File: config.mk
export PLATFORM = sky130hd
export DESIGN_NAME = code_phase_tracker
export DESIGN_NICKNAME = d
export VERILOG_FILES = /design/src/rtl/cpc_pkg.sv /design/src/rtl/cpc_phase_counter.sv /design/src/rtl/cpc_epoch_counter.sv /design/src/rtl/cpc_capture.sv /design/src/rtl/code_phase_tracker.sv
export SDC_FILE = /design/constraint.sdc
export NUM_CORES = 1
export LEC_CHECK = 0
export ABC_AREA = 1
export ABC_CLOCK_PERIOD_IN_PS = 2400
export CORE_ASPECT_RATIO = 1.1
export CORE_MARGIN = 10
export CORE_UTILIZATION = 30
export DETAILED_ROUTE_END_ITERATION = 10
export GPL_ROUTABILITY_DRIVEN = 1
export RECOVER_POWER = 50
export SLEW_MARGIN = 0
export SYNTH_ARGS = -nofsm -noshare
export SYNTH_HDL_FRONTEND = slang
export SYNTH_SLANG_ARGS = --single-unit
File: constraint.sdc
create_clock -name clk -period 2.4 [get_ports clk]
set_input_delay 0.36 -clock clk [delete_from_list [all_inputs] [get_ports clk]]
set_output_delay 0.36 -clock clk [all_outputs]
set_load 0.005 [all_outputs]
File: src/rtl/cpc_pkg.sv
package cpc_pkg;

    localparam int PHASE_W_DEF = 11;
    localparam int EPOCH_W_DEF = 8;
    localparam int REG_W_DEF   = 16;

    typedef enum logic [1:0] {
        ACT_HOLD  = 2'd0,
        ACT_STEP  = 2'd1,
        ACT_CLEAR = 2'd2,
        ACT_LOAD  = 2'd3
    } cnt_act_e;

    // Priority: test load, then epoch clear, then slew hold, then step.
    function automatic cnt_act_e pick_action(
        input logic load,
        input logic clear,
        input logic freeze,
        input logic step,
        input logic below_top
    );
        if (load)
            return ACT_LOAD;
        else if (clear)
            return ACT_CLEAR;
        else if (freeze)
            return ACT_HOLD;
        else if (step && below_top)
            return ACT_STEP;
        else
            return ACT_HOLD;
    endfunction

endpackage

File: src/rtl/cpc_phase_counter.sv
module cpc_phase_counter
    import cpc_pkg::*;
#(
    parameter int PHASE_W    = PHASE_W_DEF,
    parameter int PHASE_LAST = (1 << PHASE_W_DEF) - 2
) (
    input  logic               clk,
    input  logic               rst,
    input  logic               step,
    input  logic               clear,
    input  logic               freeze,
    input  logic               load,
    input  logic [PHASE_W-1:0] load_val,
    output logic [PHASE_W-1:0] count
);

    localparam logic [PHASE_W-1:0] TOP = PHASE_W'(PHASE_LAST);

    cnt_act_e act;

    always_comb begin
        act = pick_action(load, clear, freeze, step, count < TOP);
    end

    always_ff @(posedge clk) begin
        if (rst) begin
            count <= '0;
        end else begin
            unique case (act)
                ACT_LOAD:  count <= load_val;
                ACT_CLEAR: count <= '0;
                ACT_STEP:  count <= count + 1'b1;
                default:   count <= count;
            endcase
        end
    end

    AST_STEP_ONE: assert property (@(posedge clk) disable iff (rst)
        (step && !freeze && !clear && !load && count < TOP)
        |=> count == PHASE_W'($past(count) + 1'b1));

    AST_EPOCH_CLEAR: assert property (@(posedge clk) disable iff (rst)
        (clear && !load) |=> count == '0);

    AST_TEST_LOAD: assert property (@(posedge clk) disable iff (rst)
        load |=> count == $past(load_val));

    AST_SLEW_HOLD: assert property (@(posedge clk) disable iff (rst)
        (freeze && !clear && !load) |=> $stable(count));

    AST_TOP_HOLD: assert property (@(posedge clk) disable iff (rst)
        (count >= TOP && !clear && !load) |=> $stable(count));

endmodule

File: src/rtl/cpc_epoch_counter.sv
module cpc_epoch_counter #(
    parameter int EPOCH_W = cpc_pkg::EPOCH_W_DEF
) (
    input  logic               clk,
    input  logic               rst,
    input  logic               bump,
    output logic [EPOCH_W-1:0] epoch
);

    always_ff @(posedge clk) begin
        if (rst)
            epoch <= '0;
        else if (bump)
            epoch <= epoch + 1'b1;
    end

    AST_EPOCH_BUMP: assert property (@(posedge clk) disable iff (rst)
        bump |=> epoch == EPOCH_W'($past(epoch) + 1'b1));

    AST_EPOCH_IDLE: assert property (@(posedge clk) disable iff (rst)
        !bump |=> $stable(epoch));

endmodule

File: src/rtl/cpc_capture.sv
module cpc_capture #(
    parameter int PHASE_W = cpc_pkg::PHASE_W_DEF,
    parameter int EPOCH_W = cpc_pkg::EPOCH_W_DEF
) (
    input  logic               clk,
    input  logic               rst,
    input  logic               snap,
    input  logic               slewing,
    input  logic [PHASE_W-1:0] phase_in,
    input  logic [EPOCH_W-1:0] epoch_in,
    output logic [PHASE_W-1:0] phase_q,
    output logic [EPOCH_W-1:0] epoch_q
);

    always_ff @(posedge clk) begin
        if (rst) begin
            phase_q <= '0;
            epoch_q <= '0;
        end else if (snap) begin
            phase_q <= slewing ? '0 : phase_in;
            epoch_q <= epoch_in;
        end
    end

    AST_SNAP_PHASE: assert property (@(posedge clk) disable iff (rst)
        (snap && !slewing) |=> phase_q == $past(phase_in));

    AST_SNAP_EPOCH: assert property (@(posedge clk) disable iff (rst)
        snap |=> epoch_q == $past(epoch_in));

    AST_SNAP_HOLD: assert property (@(posedge clk) disable iff (rst)
        !snap |=> ($stable(phase_q) && $stable(epoch_q)));

    AST_SLEW_ZERO: assert property (@(posedge clk) disable iff (rst)
        (snap && slewing) |=> phase_q == '0);

endmodule

File: src/rtl/code_phase_tracker.sv
module code_phase_tracker
    import cpc_pkg::*;
#(
    parameter int PHASE_W = PHASE_W_DEF,
    parameter int EPOCH_W = EPOCH_W_DEF,
    parameter int REG_W   = REG_W_DEF
) (
    input  logic               clk,
    input  logic               rst,
    input  logic               hc_step,
    input  logic               epoch_end,
    input  logic               meas_strobe,
    input  logic               slew_busy,
    input  logic               tst_mode,
    input  logic               tst_wr,
    input  logic [PHASE_W-1:0] tst_data,
    output logic [REG_W-1:0]   phase_rd,
    output logic [EPOCH_W-1:0] held_epoch,
    output logic [PHASE_W-1:0] live_phase
);

    localparam int PHASE_LAST = (1 << PHASE_W) - 2;
    localparam int PAD_W      = REG_W - PHASE_W;

    logic               do_load;
    logic [EPOCH_W-1:0] epoch_now;
    logic [PHASE_W-1:0] cap_phase;

    assign do_load = tst_wr & tst_mode;

    cpc_phase_counter #(
        .PHASE_W    (PHASE_W),
        .PHASE_LAST (PHASE_LAST)
    ) u_phase (
        .clk      (clk),
        .rst      (rst),
        .step     (hc_step),
        .clear    (epoch_end),
        .freeze   (slew_busy),
        .load     (do_load),
        .load_val (tst_data),
        .count    (live_phase)
    );

    cpc_epoch_counter #(
        .EPOCH_W (EPOCH_W)
    ) u_epoch (
        .clk   (clk),
        .rst   (rst),
        .bump  (epoch_end),
        .epoch (epoch_now)
    );

    cpc_capture #(
        .PHASE_W (PHASE_W),
        .EPOCH_W (EPOCH_W)
    ) u_cap (
        .clk      (clk),
        .rst      (rst),
        .snap     (meas_strobe),
        .slewing  (slew_busy),
        .phase_in (live_phase),
        .epoch_in (epoch_now),
        .phase_q  (cap_phase),
        .epoch_q  (held_epoch)
    );

    generate
        if (PAD_W > 0) begin : g_pad
            assign phase_rd = {{PAD_W{1'b0}}, cap_phase};
        end else begin : g_nopad
            assign phase_rd = cap_phase[REG_W-1:0];
        end
    endgenerate

    AST_NO_TEST_WRITE: assert property (@(posedge clk) disable iff (rst)
        (tst_wr && !tst_mode && !epoch_end && slew_busy) |=> $stable(live_phase));

    AST_RESET_ZERO: assert property (@(posedge clk)
        rst |=> (phase_rd == '0 && held_epoch == '0 && live_phase == '0));

endmodule

==> flow_summary.yaml, run 1 <==
cells_and_area:
  antenna_cells_inserted: 0
  finalNetCount: 335
  layout-drive-gt1-share_pct: 10.9
  fillers: 612
  final_cells: 390
  area_growth_pct: 40.6
  fin_util_pct: 44.1
worst_setup_path:
  rr_worst_depth: 13
  start_kind: "input pin"
  r2r_setup_slack_ns: 0.36
  cp-end-kind: "register"
  required_ns: 2.58
  cp.arrival_ns: 2.28
  cp_max_fo: 9
  regToRegStartpoint: "u_phase.count[1]"
  cpPeakStageDelay_ns: 0.58
  slowest_stage: "dlygate4sd3_1"
  r2r_end: "u_phase.count[8]"
  crit_chain: "dlygate4sd3_1 -> inv_2 -> nand4_1 -> nand2_1 -> inv_1 -> ha_1 -> nand2_1 -> clkinv_1 -> nand2_1 -> nand2_1 -> nand2_1 -> a21oi_2"
  crit_type: "in2reg"
  cp_common_cell: "nand2_1"
floorplan:
  initial_core_util_pct: 31.4
  fp.dieW_um: 94.5
  die_h_um: 102
  core-area_um2: 5840
  ios: 54
  die_area_um2: 9640
  rows: 29
yosys:
  netlist_area_um2: 1830
  yosys_most_used_dff: "dfxtp_1"
  synth.avg_cell_area_um2: 7.21
  synth_edf_count: 0
  yosys.cell_count.top_type: "nor2_1"
  synth_top_cell_by_area: "dfxtp_1"
  synth_common_cells: "nor2_1, dfxtp_1, a21oi_1"
  ys_warn_count: 0
  synth_top_area_share_pct: 41.5
  async_reset_ff_share_pct: 0
  synth_seq_cells: 38
  ys_top_cells_by_area: "dfxtp_1, a21oi_1, o21ai_0"
  ys_types: 27
  netlist_instances: 254
  yosysSeqAreaShare_pct: 41.5
global_routing:
  grt_pass1_vias: 1845
  grt_max_degree: 23
  grt_pass1_wl_mm: 8.68
  grtUsageTotal_pct: 11.1
  gr-total-overflow: 0
  antenna_found_initial: 0
placement:
  gp_congestion: 0.833
  place_inst: 382
  numPortBuffers: 48
  dp_hpwl_mm: 4.07
timing:
  fin_tns_setup_ns: 0
  fmax_mhz: 478
  skew_ns: 0.00385
  rsz0062_at_grt: "no"
  fin_crit_sh_pct: 87.2
  setup_viol: 0
  timing.hold.ws_ns: 0.507
  worst_pin_slew_ns: 0.714
  final_hold_viol_count: 0
  period_needed_ns: 2.09
  slew_headroom_pct: 52.4
  drv_slew: 0
clock_tree:
  clockBufferDepth: 2
  root_buffer: "clkbuf_8"
  cts_tree: "done"
  insertion_delay_ns: 0.29
  cts_sinks: 38
  cts.reportedPaths.clkPinSlew_ns: 0.08
  htree_levels: 2
  cts_made_buffers: 5
  cts-resized-gates: 0
  postCtsSetupBuffers: 0
  cts_hold_buffers: 0
min_path:
  min_to: "u_cap.phase_q[6]"
  worstHoldStart: "u_cap.phase_q[6]"
  min_path_type: "reg2reg"
  holdPathStages: 2
drt:
  wire_per_inst_um: 13.3
  first_pass_iters: 4
  finalWirelength_mm: 5.20
  via_per_inst: 4.70
  vias: 1833
  drt_iter0_drc: 72
  final_antenna_net_count: 0
  drcViolationCount: 0
power_and_ir_drop:
  vdd_drop_max_v: 0.000273
  finalPower_mw: 1.65
  p_leak_nw: 1.02
  powerDensity_nw_per_um2: 642
job:
  max_cap_violations: 0
status:
  status: "completed"
-- cell type report --
| class | count | area (um2) | share of cell area [%] |
|---|---|---|---|
| sequential | 38 | 761 | 29.5 |
| clock inverter | 2 | 60.1 | 2.33 |
| timing repair buffer | 61 | 571 | 22.1 |
| tap | 77 | 96.3 | 3.74 |
| inverter | 21 | 78.8 | 3.06 |
| multi-input combinational | 185 | 927 | 36.0 |
| clock buffer | 6 | 82.6 | 3.21 |
-- state kept, by name, indices dropped and copies added (netlist names) --
| register | cells |
|---|---|
| u_cap.phase_q | 11 |
| u_phase.count | 11 |
| u_cap.epoch_q | 8 |
| u_epoch.epoch | 8 |
-- cells by family after synthesis --
| logic type | share of synthesized area, % |
|---|---|
| buffers and inverters | 8.67 |
| AO/OA/AOI/OAI | 22.6 |
| other | 0.205 |
| AND/OR/NAND/NOR | 24.2 |
| flip-flops | 41.5 |
| adder cells (fa/ha/maj) | 2.73 |
-- metrics by stage --
step	cell area [um2]	setup slack, ns
after CTS	2580	0.329
final	2580	0.308
after floorplan	1850	0.558
after global routing	2580	0.123
after global placement	2440	0.189
after detailed placement	2440	0.139
-- metal layers --
layer  vias to the layer above  global-route usage [%]  part of all wire (%)
met5                         -                       0                     0
li1                        951                       -                     -
met3                         7                    3.96                   7.9
met2                        40                    19.1                    47
met4                         0                    2.88                  0.98
met1                       835                    12.7                    44
-- power by group --
group	leakage, nW	internal, mW	switching [mW]
sequential	0.313	0.668	0.0287
combinational	0.636	0.140	0.136
clock	0.0714	0.444	0.236
-- worst max-delay path by stage --
stage / startpoint / endpoint / slack [ns] / depth (start not counted)
2_1_floorplan: u_phase.count[3] / u_phase.count[8] / 0.56 / 13
3_5_place_dp: epoch_end / u_phase.count[8] / 0.14 / 12
6_report: epoch_end / u_phase.count[8] / 0.31 / 12
5_1_grt: u_phase.count[1] / u_phase.count[8] / 0.12 / 13
4_1_cts: u_phase.count[1] / u_phase.count[8] / 0.33 / 13
3_3_place_gp: epoch_end / u_phase.count[8] / 0.19 / 12
-- placed cells by master, fill, tap and decap left out --
cell type	n
a21oi_1	37
a21oi_2	3
a221oi_1	1
buf_4	11
bufinv_16	2
clkbuf_1	2
clkbuf_8	6
clkdlybuf4s50_1	39
clkinv_1	1
conb_1	5
dfxtp_1	38
dlygate4sd3_1	9
ha_1	4
inv_1	19
inv_2	1
nand2_1	31
nand2_2	2
nand3_1	12
nand3_2	3
nand4_1	2
nor2_1	39
nor2_2	2
nor2_4	3
nor3_1	4
o211ai_1	1
o21ai_0	34
o21ai_2	1
o21bai_1	1
-- worst max-delay path: cells and delay by family --
| family | cells | cell delay (ns) |
|---|---|---|
| AO/OA/AOI/OAI | 1 | 0.05 |
| adder cells (fa/ha/maj) | 1 | 0.30 |
| buffers and inverters | 4 | 0.97 |
| AND/OR/NAND/NOR | 6 | 0.59 |
No activity file was read; power rests on OpenSTA's default activity.
==> run 2: changes to the inputs <==
--- a/config.mk
+++ b/config.mk
@@ -8,7 +8,7 @@
 export ABC_AREA = 1
 export ABC_CLOCK_PERIOD_IN_PS = 2400
 export CORE_ASPECT_RATIO = 1.1
-export CORE_MARGIN = 10
+export CORE_MARGIN = 2
 export CORE_UTILIZATION = 30
 export DETAILED_ROUTE_END_ITERATION = 10
 export GPL_ROUTABILITY_DRIVEN = 1
==> flow_summary.yaml, run 2 (same netlist as run 1, synthesis figures left out) <==
timing:
  fin_tns_setup_ns: 0
  period_needed_ns: 2.13
  timing.hold.ws_ns: 0.496
  fmax_mhz: 469
  setup_viol: 0
  slew_headroom_pct: 55.7
  skew_ns: 0.00584
  drv_slew: 0
  worst_pin_slew_ns: 0.665
  fin_crit_sh_pct: 88.8
  rsz0062_at_grt: "no"
  final_hold_viol_count: 0
floorplan:
  core-area_um2: 5840
  fp.dieW_um: 78.5
  die_h_um: 86.0
  ios: 54
  rows: 29
  initial_core_util_pct: 31.4
  die_area_um2: 6750
clock_tree:
  cts-resized-gates: 0
  clockBufferDepth: 2
  cts_tree: "done"
  insertion_delay_ns: 0.29
  cts_sinks: 38
  root_buffer: "clkbuf_8"
  cts_made_buffers: 5
  htree_levels: 2
  cts.reportedPaths.clkPinSlew_ns: 0.07
  cts_hold_buffers: 0
  postCtsSetupBuffers: 0
drt:
  first_pass_iters: 4
  drt_iter0_drc: 103
  drcViolationCount: 0
  wire_per_inst_um: 12.4
  final_antenna_net_count: 0
  via_per_inst: 4.78
  vias: 1861
  finalWirelength_mm: 4.81
worst_setup_path:
  cp-end-kind: "register"
  rr_worst_depth: 13
  crit_type: "in2reg"
  regToRegStartpoint: "u_phase.count[1]"
  start_kind: "input pin"
  r2r_setup_slack_ns: 0.31
  required_ns: 2.58
  cp_max_fo: 9
  cp.arrival_ns: 2.31
  r2r_end: "u_phase.count[6]"
cells_and_area:
  layout_commonest_cell: "nor2_1"
  finalNetCount: 335
  layout-drive-gt1-share_pct: 9.94
  antenna_cells_inserted: 0
  fillers: 615
  reg_top3: "u_cap.phase_q (11), u_phase.count (11)"
  area_growth_pct: 38.6
  mostFrequentLayoutCells: "nor2_1, clkdlybuf4s50_1, dfxtp_1, a21oi_1, o21ai_0"
min_path:
  min_path_type: "reg2reg"
  min_to: "u_cap.epoch_q[1]"
  worstHoldStart: "u_cap.epoch_q[1]"
  holdPathStages: 2
power_and_ir_drop:
  vdd_drop_max_v: 0.000338
  p_leak_nw: 1.01
  powerDensity_nw_per_um2: 602
  finalPower_mw: 1.53
global_routing:
  grt_max_degree: 23
  gr-total-overflow: 0
  grtUsageTotal_pct: 15.0
  grt_pass1_wl_mm: 8.11
  antenna_found_initial: 0
  grt_pass1_vias: 1739
status:
  status: "completed"
job:
  max_cap_violations: 0
placement:
  gp_congestion: 0.828
  dp_hpwl_mm: 3.61
  numPortBuffers: 48
## run 2: changes by cell type in the layout (fill, tap and decap cells not counted), sizes merged
cell / change
clkdlybuf4s50: -1
bufinv: -1
dlygate4sd3: +1
## run 2: per-layer routing
layer / global-route usage [%] / vias up / wire, um
met5: 0 / - / 0
met4: 3.83 / 0 / 65
met3: 4.53 / 9 / 309
met2: 25.0 / 63 / 2310
met1: 18.8 / 839 / 2120
li1: - / 950 / -
## run 2: report_power, final
part / internal [mW] / switching, mW
logic: 0.140 / 0.133
registers: 0.669 / 0.0298
clock network: 0.333 / 0.225
total: 1.14 / 0.388
## run 2: metrics by stage
stage / instance area [um2] / cells / worst slack [ns] / utilization (%)
after floorplan: 1850 / 258 / 0.558 / -
after global placement: 2440 / 382 / 0.154 / 41.8
after CTS: 2550 / 389 / 0.301 / 43.7
final: 2540 / 389 / 0.270 / 43.5
after detailed placement: 2440 / 382 / 0.0760 / 41.8
after global routing: 2540 / 389 / 0.0868 / 43.5
## run 2: cell type report
class | instances | area, um2 | area share [%]
well taps | 77 | 96.3 | 3.79
multi-input cells | 185 | 920 | 36.2
repair buffers | 61 | 571 | 22.5
inverters | 21 | 78.8 | 3.10
clock buffers | 6 | 82.6 | 3.25
clock inverters | 1 | 30.0 | 1.18
flip-flops and latches | 38 | 761 | 30.0
## run 2: critical path: stages
cell and delay (ns):
dlygate4sd3_1 0.58, inv_1 0.13, nand4_1 0.10, nand2_1 0.09, inv_1 0.05, ha_1 0.29
nand2_1 0.11, clkinv_1 0.24, nand2_1 0.18, inv_1 0.06, o21ai_2 0.05, a21oi_1 0.07
## run 2: worst max-delay path by stage
stage / slack, ns / to / cells after the start / startpoint
6_report: 0.27 / u_phase.count[6] / 12 / epoch_end
3_5_place_dp: 0.08 / u_phase.count[6] / 12 / epoch_end
2_1_floorplan: 0.56 / u_phase.count[8] / 13 / u_phase.count[3]
3_3_place_gp: 0.15 / u_phase.count[8] / 12 / epoch_end
4_1_cts: 0.30 / u_phase.count[6] / 13 / u_phase.count[1]
5_1_grt: 0.09 / u_phase.count[8] / 13 / u_phase.count[1]
